`config.mk`:
```
export PLATFORM = sky130hd
export DESIGN_NAME = ofs_seq
export DESIGN_NICKNAME = d
export VERILOG_FILES = /design/src/rtl/ofs_pkg.sv /design/src/rtl/ofs_plan.sv /design/src/rtl/ofs_step.sv /design/src/rtl/ofs_agen.sv /design/src/rtl/ofs_seq.sv
export SDC_FILE = /design/constraint.sdc
export NUM_CORES = 1
export LEC_CHECK = 0
export ABC_AREA = 1
export BUFFER_PORTS_ARGS = -buffer_cell sky130_fd_sc_hd__buf_2
export CORE_MARGIN = 10
export CORE_UTILIZATION = 35
export DETAILED_ROUTE_END_ITERATION = 10
export PLACE_DENSITY = 0.54
export SETUP_SLACK_MARGIN = 0.4
export SLEW_MARGIN = 25
export SYNTH_ARGS = -nofsm -noshare
export SYNTH_HDL_FRONTEND = slang
export SYNTH_SLANG_ARGS = --single-unit
```
`constraint.sdc`:
```
create_clock -name clk -period 3.35 [get_ports clk]
set_input_delay 0.1675 -clock clk [delete_from_list [all_inputs] [get_ports clk]]
set_output_delay 0.1675 -clock clk [all_outputs]
set_load 0.05 [all_outputs]
```
`src/rtl/ofs_pkg.sv`:
```
`timescale 1ns/1ps
package ofs_pkg;
  localparam logic [2:0] SM_REG  = 3'd0;
  localparam logic [2:0] SM_IDX  = 3'd1;
  localparam logic [2:0] SM_SYM  = 3'd2;
  localparam logic [2:0] SM_ABS  = 3'd3;
  localparam logic [2:0] SM_IND  = 3'd4;
  localparam logic [2:0] SM_AINC = 3'd5;
  localparam logic [2:0] SM_IMM  = 3'd6;

  localparam logic [1:0] DM_REG = 2'd0;
  localparam logic [1:0] DM_IDX = 2'd1;
  localparam logic [1:0] DM_SYM = 2'd2;
  localparam logic [1:0] DM_ABS = 2'd3;

  typedef enum logic [2:0] {ST_IDLE, ST_SEXT, ST_SRD, ST_DEXT, ST_DRD, ST_WR} step_e;
  typedef enum logic [1:0] {BASE_ZERO, BASE_REG, BASE_PC} base_e;

  typedef struct packed {
    logic  s_reg;
    logic  s_ext;
    logic  s_rd;
    logic  s_imm;
    logic  s_ind;
    logic  s_inc;
    base_e s_base;
    logic  d_reg;
    logic  d_ext;
    logic  d_rd;
    logic  d_wr;
    base_e d_base;
  } plan_t;
endpackage

```
`src/rtl/ofs_plan.sv`:
```
`timescale 1ns/1ps
module ofs_plan
  import ofs_pkg::*;
#(
  parameter int CW = 3
) (
  input  logic [2:0]    smode,
  input  logic [1:0]    dmode,
  input  logic          two_op,
  output plan_t         pl,
  output logic [CW-1:0] total
);
  always_comb begin
    pl = '0;
    case (smode)
      SM_IDX:  begin pl.s_ext = 1'b1; pl.s_rd = 1'b1; pl.s_base = BASE_REG; end
      SM_SYM:  begin pl.s_ext = 1'b1; pl.s_rd = 1'b1; pl.s_base = BASE_PC; end
      SM_ABS:  begin pl.s_ext = 1'b1; pl.s_rd = 1'b1; pl.s_base = BASE_ZERO; end
      SM_IND:  begin pl.s_rd = 1'b1; pl.s_ind = 1'b1; end
      SM_AINC: begin pl.s_rd = 1'b1; pl.s_ind = 1'b1; pl.s_inc = 1'b1; end
      SM_IMM:  begin pl.s_ext = 1'b1; pl.s_imm = 1'b1; end
      default: pl.s_reg = 1'b1;
    endcase
    case (dmode)
      DM_IDX:  begin pl.d_ext = 1'b1; pl.d_base = BASE_REG; end
      DM_SYM:  begin pl.d_ext = 1'b1; pl.d_base = BASE_PC; end
      DM_ABS:  begin pl.d_ext = 1'b1; pl.d_base = BASE_ZERO; end
      default: pl.d_reg = 1'b1;
    endcase
    pl.d_rd = pl.d_ext & two_op;
    pl.d_wr = pl.d_ext;
  end

  assign total = CW'(1) + CW'(pl.s_ext) + CW'(pl.s_rd) + CW'(pl.d_ext)
               + CW'(pl.d_rd) + CW'(pl.d_wr);
endmodule

```
`src/rtl/ofs_step.sv`:
```
`timescale 1ns/1ps
module ofs_step
  import ofs_pkg::*;
(
  input  step_e cur,
  input  plan_t pl,
  output step_e nxt
);
  always_comb begin
    nxt = ST_IDLE;
    case (cur)
      ST_IDLE: nxt = pl.s_ext ? ST_SEXT : pl.s_rd ? ST_SRD : pl.d_ext ? ST_DEXT : ST_IDLE;
      ST_SEXT: nxt = pl.s_rd ? ST_SRD : pl.d_ext ? ST_DEXT : ST_IDLE;
      ST_SRD:  nxt = pl.d_ext ? ST_DEXT : ST_IDLE;
      ST_DEXT: nxt = pl.d_rd ? ST_DRD : pl.d_wr ? ST_WR : ST_IDLE;
      ST_DRD:  nxt = pl.d_wr ? ST_WR : ST_IDLE;
      default: nxt = ST_IDLE;
    endcase
  end
endmodule

```
`src/rtl/ofs_agen.sv`:
```
`timescale 1ns/1ps
module ofs_agen
  import ofs_pkg::*;
#(
  parameter int DW = 16
) (
  input  base_e         base,
  input  logic [DW-1:0] reg_val,
  input  logic [DW-1:0] pc,
  input  logic [DW-1:0] ext,
  output logic [DW-1:0] addr
);
  logic [DW-1:0] base_val;
  always_comb begin
    case (base)
      BASE_REG: base_val = reg_val;
      BASE_PC:  base_val = pc;
      default:  base_val = '0;
    endcase
  end
  assign addr = base_val + ext;
endmodule

```
`src/rtl/ofs_seq.sv`:
```
`timescale 1ns/1ps
module ofs_seq
  import ofs_pkg::*;
#(
  parameter int DW = 16,
  parameter int RW = 4,
  parameter int CW = 3
) (
  input  logic          clk,
  input  logic          rst_n,
  input  logic          start,
  input  logic [2:0]    src_mode,
  input  logic [1:0]    dst_mode,
  input  logic          two_op,
  input  logic [RW-1:0] src_idx,
  input  logic [DW-1:0] src_reg_val,
  input  logic [DW-1:0] dst_reg_val,
  input  logic [DW-1:0] pc_in,
  output logic          mem_en,
  output logic          mem_we,
  output logic [DW-1:0] mem_addr,
  output logic [DW-1:0] mem_wdata,
  input  logic [DW-1:0] mem_rdata,
  input  logic [DW-1:0] result,
  output logic          pc_wr,
  output logic [DW-1:0] pc_wdata,
  output logic          ainc_we,
  output logic [RW-1:0] ainc_idx,
  output logic [DW-1:0] ainc_val,
  output logic [DW-1:0] src_opnd,
  output logic [DW-1:0] dst_opnd,
  output logic          opnd_vld,
  output logic          done,
  output logic [CW-1:0] step_cnt
);
  localparam logic [DW-1:0] ADV = DW'(DW / 8);

  logic [1:0]    rst_q;
  logic          rst_i;
  step_e         st_q, st_d, cur, nxt;
  plan_t         pln_in, pln_q, pln_c;
  logic [CW-1:0] total, cnt_q;
  logic [RW-1:0] sidx_q;
  logic [DW-1:0] pc_q, saddr_q, daddr_q, src_q, dst_q;
  logic [DW-1:0] s_addr, d_addr;
  logic          idle, act, accept;

  // reset: asserted asynchronously, released on a clock edge
  always_ff @(posedge clk or negedge rst_n) begin
    if (!rst_n) rst_q <= '0;
    else        rst_q <= {rst_q[0], 1'b1};
  end
  assign rst_i = rst_q[1];

  ofs_plan #(.CW(CW)) u_plan (
    .smode(src_mode), .dmode(dst_mode), .two_op(two_op), .pl(pln_in), .total(total)
  );

  assign idle   = (st_q == ST_IDLE);
  assign accept = idle & start;
  assign act    = accept | ~idle;
  assign pln_c  = idle ? pln_in : pln_q;
  assign cur    = idle ? ST_IDLE : st_q;

  ofs_step u_step (.cur(cur), .pl(pln_c), .nxt(nxt));

  ofs_agen #(.DW(DW)) u_agen_src (
    .base(pln_q.s_base), .reg_val(src_reg_val), .pc(pc_q), .ext(mem_rdata), .addr(s_addr)
  );
  ofs_agen #(.DW(DW)) u_agen_dst (
    .base(pln_q.d_base), .reg_val(dst_reg_val), .pc(pc_q), .ext(mem_rdata), .addr(d_addr)
  );

  // next state
  assign st_d     = act ? nxt : ST_IDLE;
  assign done     = act & (nxt == ST_IDLE);
  assign opnd_vld = act & (st_q != ST_WR) & ((nxt == ST_IDLE) | (nxt == ST_WR));
  assign step_cnt = idle ? (start ? CW'(1) : CW'(0)) : cnt_q;

  // memory port
  always_comb begin
    mem_en    = 1'b0;
    mem_we    = 1'b0;
    mem_addr  = '0;
    mem_wdata = '0;
    case (st_q)
      ST_SEXT, ST_DEXT: begin mem_en = 1'b1; mem_addr = pc_q; end
      ST_SRD:  begin mem_en = 1'b1; mem_addr = pln_q.s_ind ? src_reg_val : saddr_q; end
      ST_DRD:  begin mem_en = 1'b1; mem_addr = daddr_q; end
      ST_WR:   begin mem_en = 1'b1; mem_we = 1'b1; mem_addr = daddr_q; mem_wdata = result; end
      default: ;
    endcase
  end

  assign pc_wr    = (st_q == ST_SEXT) | (st_q == ST_DEXT);
  assign pc_wdata = pc_q + ADV;
  assign ainc_we  = (st_q == ST_SRD) & pln_q.s_inc;
  assign ainc_idx = sidx_q;
  assign ainc_val = src_reg_val + ADV;

  assign src_opnd = pln_c.s_reg ? src_reg_val :
                    ((st_q == ST_SRD) | ((st_q == ST_SEXT) & pln_q.s_imm)) ? mem_rdata : src_q;
  assign dst_opnd = pln_c.d_reg ? dst_reg_val : (st_q == ST_DRD) ? mem_rdata : dst_q;

  // control registers
  always_ff @(posedge clk or negedge rst_i) begin
    if (!rst_i) begin
      st_q  <= ST_IDLE;
      cnt_q <= '0;
    end else begin
      st_q <= st_d;
      if (accept)     cnt_q <= CW'(2);
      else if (!idle) cnt_q <= cnt_q + CW'(1);
    end
  end

  // data registers, enabled only
  always_ff @(posedge clk) begin
    if (accept) begin
      pln_q  <= pln_in;
      sidx_q <= src_idx;
    end
    if (accept)     pc_q <= pc_in;
    else if (pc_wr) pc_q <= pc_wdata;
    if (st_q == ST_SEXT) saddr_q <= s_addr;
    if (st_q == ST_DEXT) daddr_q <= d_addr;
    if ((st_q == ST_SRD) | ((st_q == ST_SEXT) & pln_q.s_imm)) src_q <= mem_rdata;
    if (st_q == ST_DRD) dst_q <= mem_rdata;
  end


  ext_order_chk: assert property (@(posedge clk) disable iff (!rst_i)
    (st_q == ST_SEXT && st_d == ST_DEXT) |=> (mem_addr == $past(mem_addr) + ADV));


  wr_after_access_chk: assert property (@(posedge clk) disable iff (!rst_i)
    mem_we |-> $past(mem_en));


  ainc_with_read_chk: assert property (@(posedge clk) disable iff (!rst_i)
    ainc_we |-> (mem_en && !mem_we));


  vld_then_write_chk: assert property (@(posedge clk) disable iff (!rst_i)
    (opnd_vld && !done) |=> mem_we);


  cycle_total_chk: assert property (@(posedge clk) disable iff (!rst_i)
    (done && !idle) |-> (step_cnt == CW'(1) + CW'(pln_q.s_ext) + CW'(pln_q.s_rd)
                         + CW'(pln_q.d_ext) + CW'(pln_q.d_rd) + CW'(pln_q.d_wr)));


  start_total_chk: assert property (@(posedge clk) disable iff (!rst_i)
    (accept && done) |-> (total == CW'(1)));
endmodule

```
==> flow_metrics.env <==
export IMPL_status="completed"
export IMPL_grt_pass1_wl_mm=37.5
export IMPL_slew_viol_final=0
export IMPL_fin_crit_ns=2.71
export IMPL_slew_limit_headroom=0.406
export IMPL_die_h_um=164
export IMPL_setup_violations_final=0
export IMPL_layout_cells_most_common="nand2_1"
export IMPL_n_fill_cell=2184
export IMPL_die_w_um=164
export IMPL_area_growth_pct=22.9
export IMPL_cap_violations=0
export IMPL_postSynthRegisterBits=104
export IMPL_clk_pin_slew_ns=0.08
export IMPL_ir_worst_vdd_uv=938
export IMPL_whs_ns=0.0741
export IMPL_finalHoldViolations=0
export IMPL_switchingPower_mw=6.17
export IMPL_seqPwrFrac=0.231
export IMPL_syn_num_nets=1122
export IMPL_cts_buffers=9
export IMPL_via_per_inst=4.80
export IMPL_grt_max_degree=33
export IMPL_crit_chain="inv_1 > ha_1 > a21oi_1 > ha_1 > inv_1 > fa_1 > o21ai_2 > nand3_1 > nand2_1 > a21oi_1 > xnor2_1"
export IMPL_async_reset_ff_frac=0.0769
export IMPL_dp_hpwl_mm=20.5
export IMPL_htree_levels=3
export IMPL_clock_path_buffers=2
export IMPL_clock_sinks=104
export IMPL_drc=0
export IMPL_overflow=0
export IMPL_core_area_um2=20400
export IMPL_routed_wirelength_mm=24.8
export IMPL_placedCellCount=1432
export IMPL_comb_power_share=0.655
export IMPL_switching_share=0.584
export IMPL_powerDensity_nw_per_um2=1180
export IMPL_ant_nets=0
export IMPL_place_ws_ns=0.384
export IMPL_intPower_mw=4.39
export IMPL_path_max_fanout=15
export IMPL_finalWeightedCongestion=0.904
export IMPL_start_util=0.357
export IMPL_rsz0062_at_grt="false"
export IMPL_crit_path_start_kind="register"
export IMPL_setup_slack_ns=0.635
export IMPL_tightest_slew_ns=0.890
export IMPL_arrival_ns=2.83
export IMPL_io_buffers=201
export IMPL_cp_slowest_cell="ha_1"
export IMPL_cts_tree="built"
export IMPL_finalPower_mw=10.6
export IMPL_drtIter0Drc=536
export IMPL_skew_ns=0.0117
export IMPL_max_freq_ghz=0.368
export IMPL_layout_common_cells="nand2_1, buf_2, inv_1"
export IMPL_cp_end_kind="register"
export IMPL_worst_setup_path_type="register to register"
export IMPL_cts_root_buf="clkbuf_16"
export IMPL_nets=1314
export IMPL_syn_inst=986
export IMPL_leakagePower_nw=4.51
export IMPL_vias=6979
export IMPL_die_area_um2=26900
export IMPL_first_global_vias=6876
export IMPL_syn_area_um2=7270
export IMPL_antenna_found_initial=2
export IMPL_tns_ns=0
export IMPL_synth_seq_area_share=0.380
export IMPL_track_usage=0.178
export IMPL_synth_edf_count=64
export IMPL_clk_latency_ns=0.36
export IMPL_drive_gt1_frac=0.223
export IMPL_ys_types=43
export IMPL_min_path_type="primary input to register"
export IMPL_ios=202
export IMPL_p_clk_frac=0.113
export IMPL_crit_required_ns=3.46
export IMPL_drt_first_pass_iters=5
export IMPL_synth_main_ff_cell="edfxtp_1"
export IMPL_yosysWarnings=0
export IMPL_rows=52
export IMPL_wl_per_cell_um=17.0
export IMPL_post_cts_setup_buffers=0
export IMPL_slowest_delay_ns=0.47
export IMPL_finalCritPeriodShare=0.810
export IMPL_final_cells=1455
export IMPL_synth_avg_cell_area_um2=7.38
==> final cells by class <==
| cell class | count | area, um^2 | share of cell area |
|---|---|---|---|
| multi-input combinational | 719 | 3880 | 0.434 |
| sequential | 104 | 2760 | 0.309 |
| timing repair buffer | 216 | 1130 | 0.126 |
| inverter | 128 | 484 | 0.0541 |
| tap | 270 | 338 | 0.0378 |
| clock buffer | 12 | 289 | 0.0323 |
| clock inverter | 4 | 52.6 | 0.00588 |
| antenna | 2 | 5.00 | 0.000560 |
==> layer usage <==
metal | vias up | GRT usage | part of all wire
met5 | - | 0 | 0
met4 | 0 | 0.0378 | 0.0085
met3 | 13 | 0.0416 | 0.081
met2 | 230 | 0.279 | 0.43
met1 | 3126 | 0.245 | 0.48
li1 | 3610 | - | -
==> logic make-up after synthesis <==
family / count (synthesis) / synth area share
flip-flops: 104 / 0.380
buffers and inverters: 163 / 0.0901
multiplexers: 7 / 0.00963
adder cells (fa/ha/maj): 43 / 0.0760
AO/OA/AOI/OAI: 174 / 0.138
other: 1 / 0.000516
AND/OR/NAND/NOR: 445 / 0.246
XOR/XNOR: 49 / 0.0590
==> power by group through the flow <==
| stage | logic [mW] | registers [mW] | clock network [mW] |
|---|---|---|---|
| 6_report | 6.92 | 2.44 | 1.20 |
| 5_1_grt | 7.52 | 2.51 | 1.26 |
| 4_1_cts | 6.97 | 2.44 | 1.22 |
| 3_5_place_dp | 6.94 | 2.47 | 0 |
| 3_3_place_gp | 6.92 | 2.46 | 0 |
| 2_1_floorplan | 5.37 | 2.31 | 0 |
==> per-stage QoR <==
step,cell area (um^2),util
2_1_floorplan,7270,-
3_3_place_gp,8520,0.418
3_5_place_dp,8520,0.418
4_1_cts,8910,0.438
5_1_grt,8940,0.439
6_report,8940,0.439
==> final timing paths <==
check                              start          end  slack [ns]  cells after the start
max in group asynchronous       rst_q[1]      st_q[1]        3.03                      0
worst min-delay path            pc_in[9]      pc_q[9]        0.07                      3
worst max-delay path            pln_q[0]  daddr_q[10]        0.64                     11
worst max register to register  pln_q[0]  daddr_q[10]        0.64                     11
worst min register to register  rst_q[1]     cnt_q[0]        0.11                      0
min in group asynchronous       rst_q[1]     cnt_q[0]        0.11                      0
==> registers in the layout, indices dropped and copies added (netlist names) <==
name	flops
dst_q	16
pc_q	16
daddr_q	16
rst_q	2
saddr_q	16
cnt_q	3
st_q	3
src_q	16
ainc_idx	4
pln_q	12
==> synth_stat cells (2+ instances only) <==
library cell / n / share of area
o221ai_1: 11 / 0.013
mux2i_1: 7 / 0.0096
o21ai_0: 46 / 0.032
o21a_1: 4 / 0.0041
inv_1: 118 / 0.061
xor2_1: 42 / 0.051
a21oi_2: 14 / 0.017
buf_2: 8 / 0.0055
dfxtp_1: 32 / 0.088
o31ai_1: 2 / 0.0021
xnor2_1: 7 / 0.0084
fa_1: 2 / 0.0055
ha_1: 41 / 0.071
buf_1: 2 / 0.0010
nor2_2: 3 / 0.0026
nor3_1: 11 / 0.0076
edfxtp_1: 64 / 0.26
o22ai_1: 5 / 0.0043
buf_4: 3 / 0.0031
clkbuf_1: 19 / 0.0098
buf_6: 3 / 0.0046
nand2_1: 301 / 0.16
nand4_1: 6 / 0.0052
a21oi_1: 71 / 0.049
dfrtp_1: 8 / 0.028
inv_2: 9 / 0.0046
o211ai_1: 5 / 0.0052
nand3_1: 42 / 0.029
nor2_1: 75 / 0.039
o21ai_1: 12 / 0.0083
==> critical path, delay by kind of cell, from the launching register on <==
kind,cells,cell delay [ns]
fa+ha+maj,3,1.08
compound gates,3,0.54
flops,1,0.37
simple gates,2,0.24
xor+xnor,1,0.14
buf+inv,2,0.11
==> repair_timing <==
action                     CTS  global route
setup endpoints to repair    4            29
hold endpoints to repair     6             0
gates resized for setup      2             8
hold buffers                 5             0
Power figures use the tool's default switching activity.
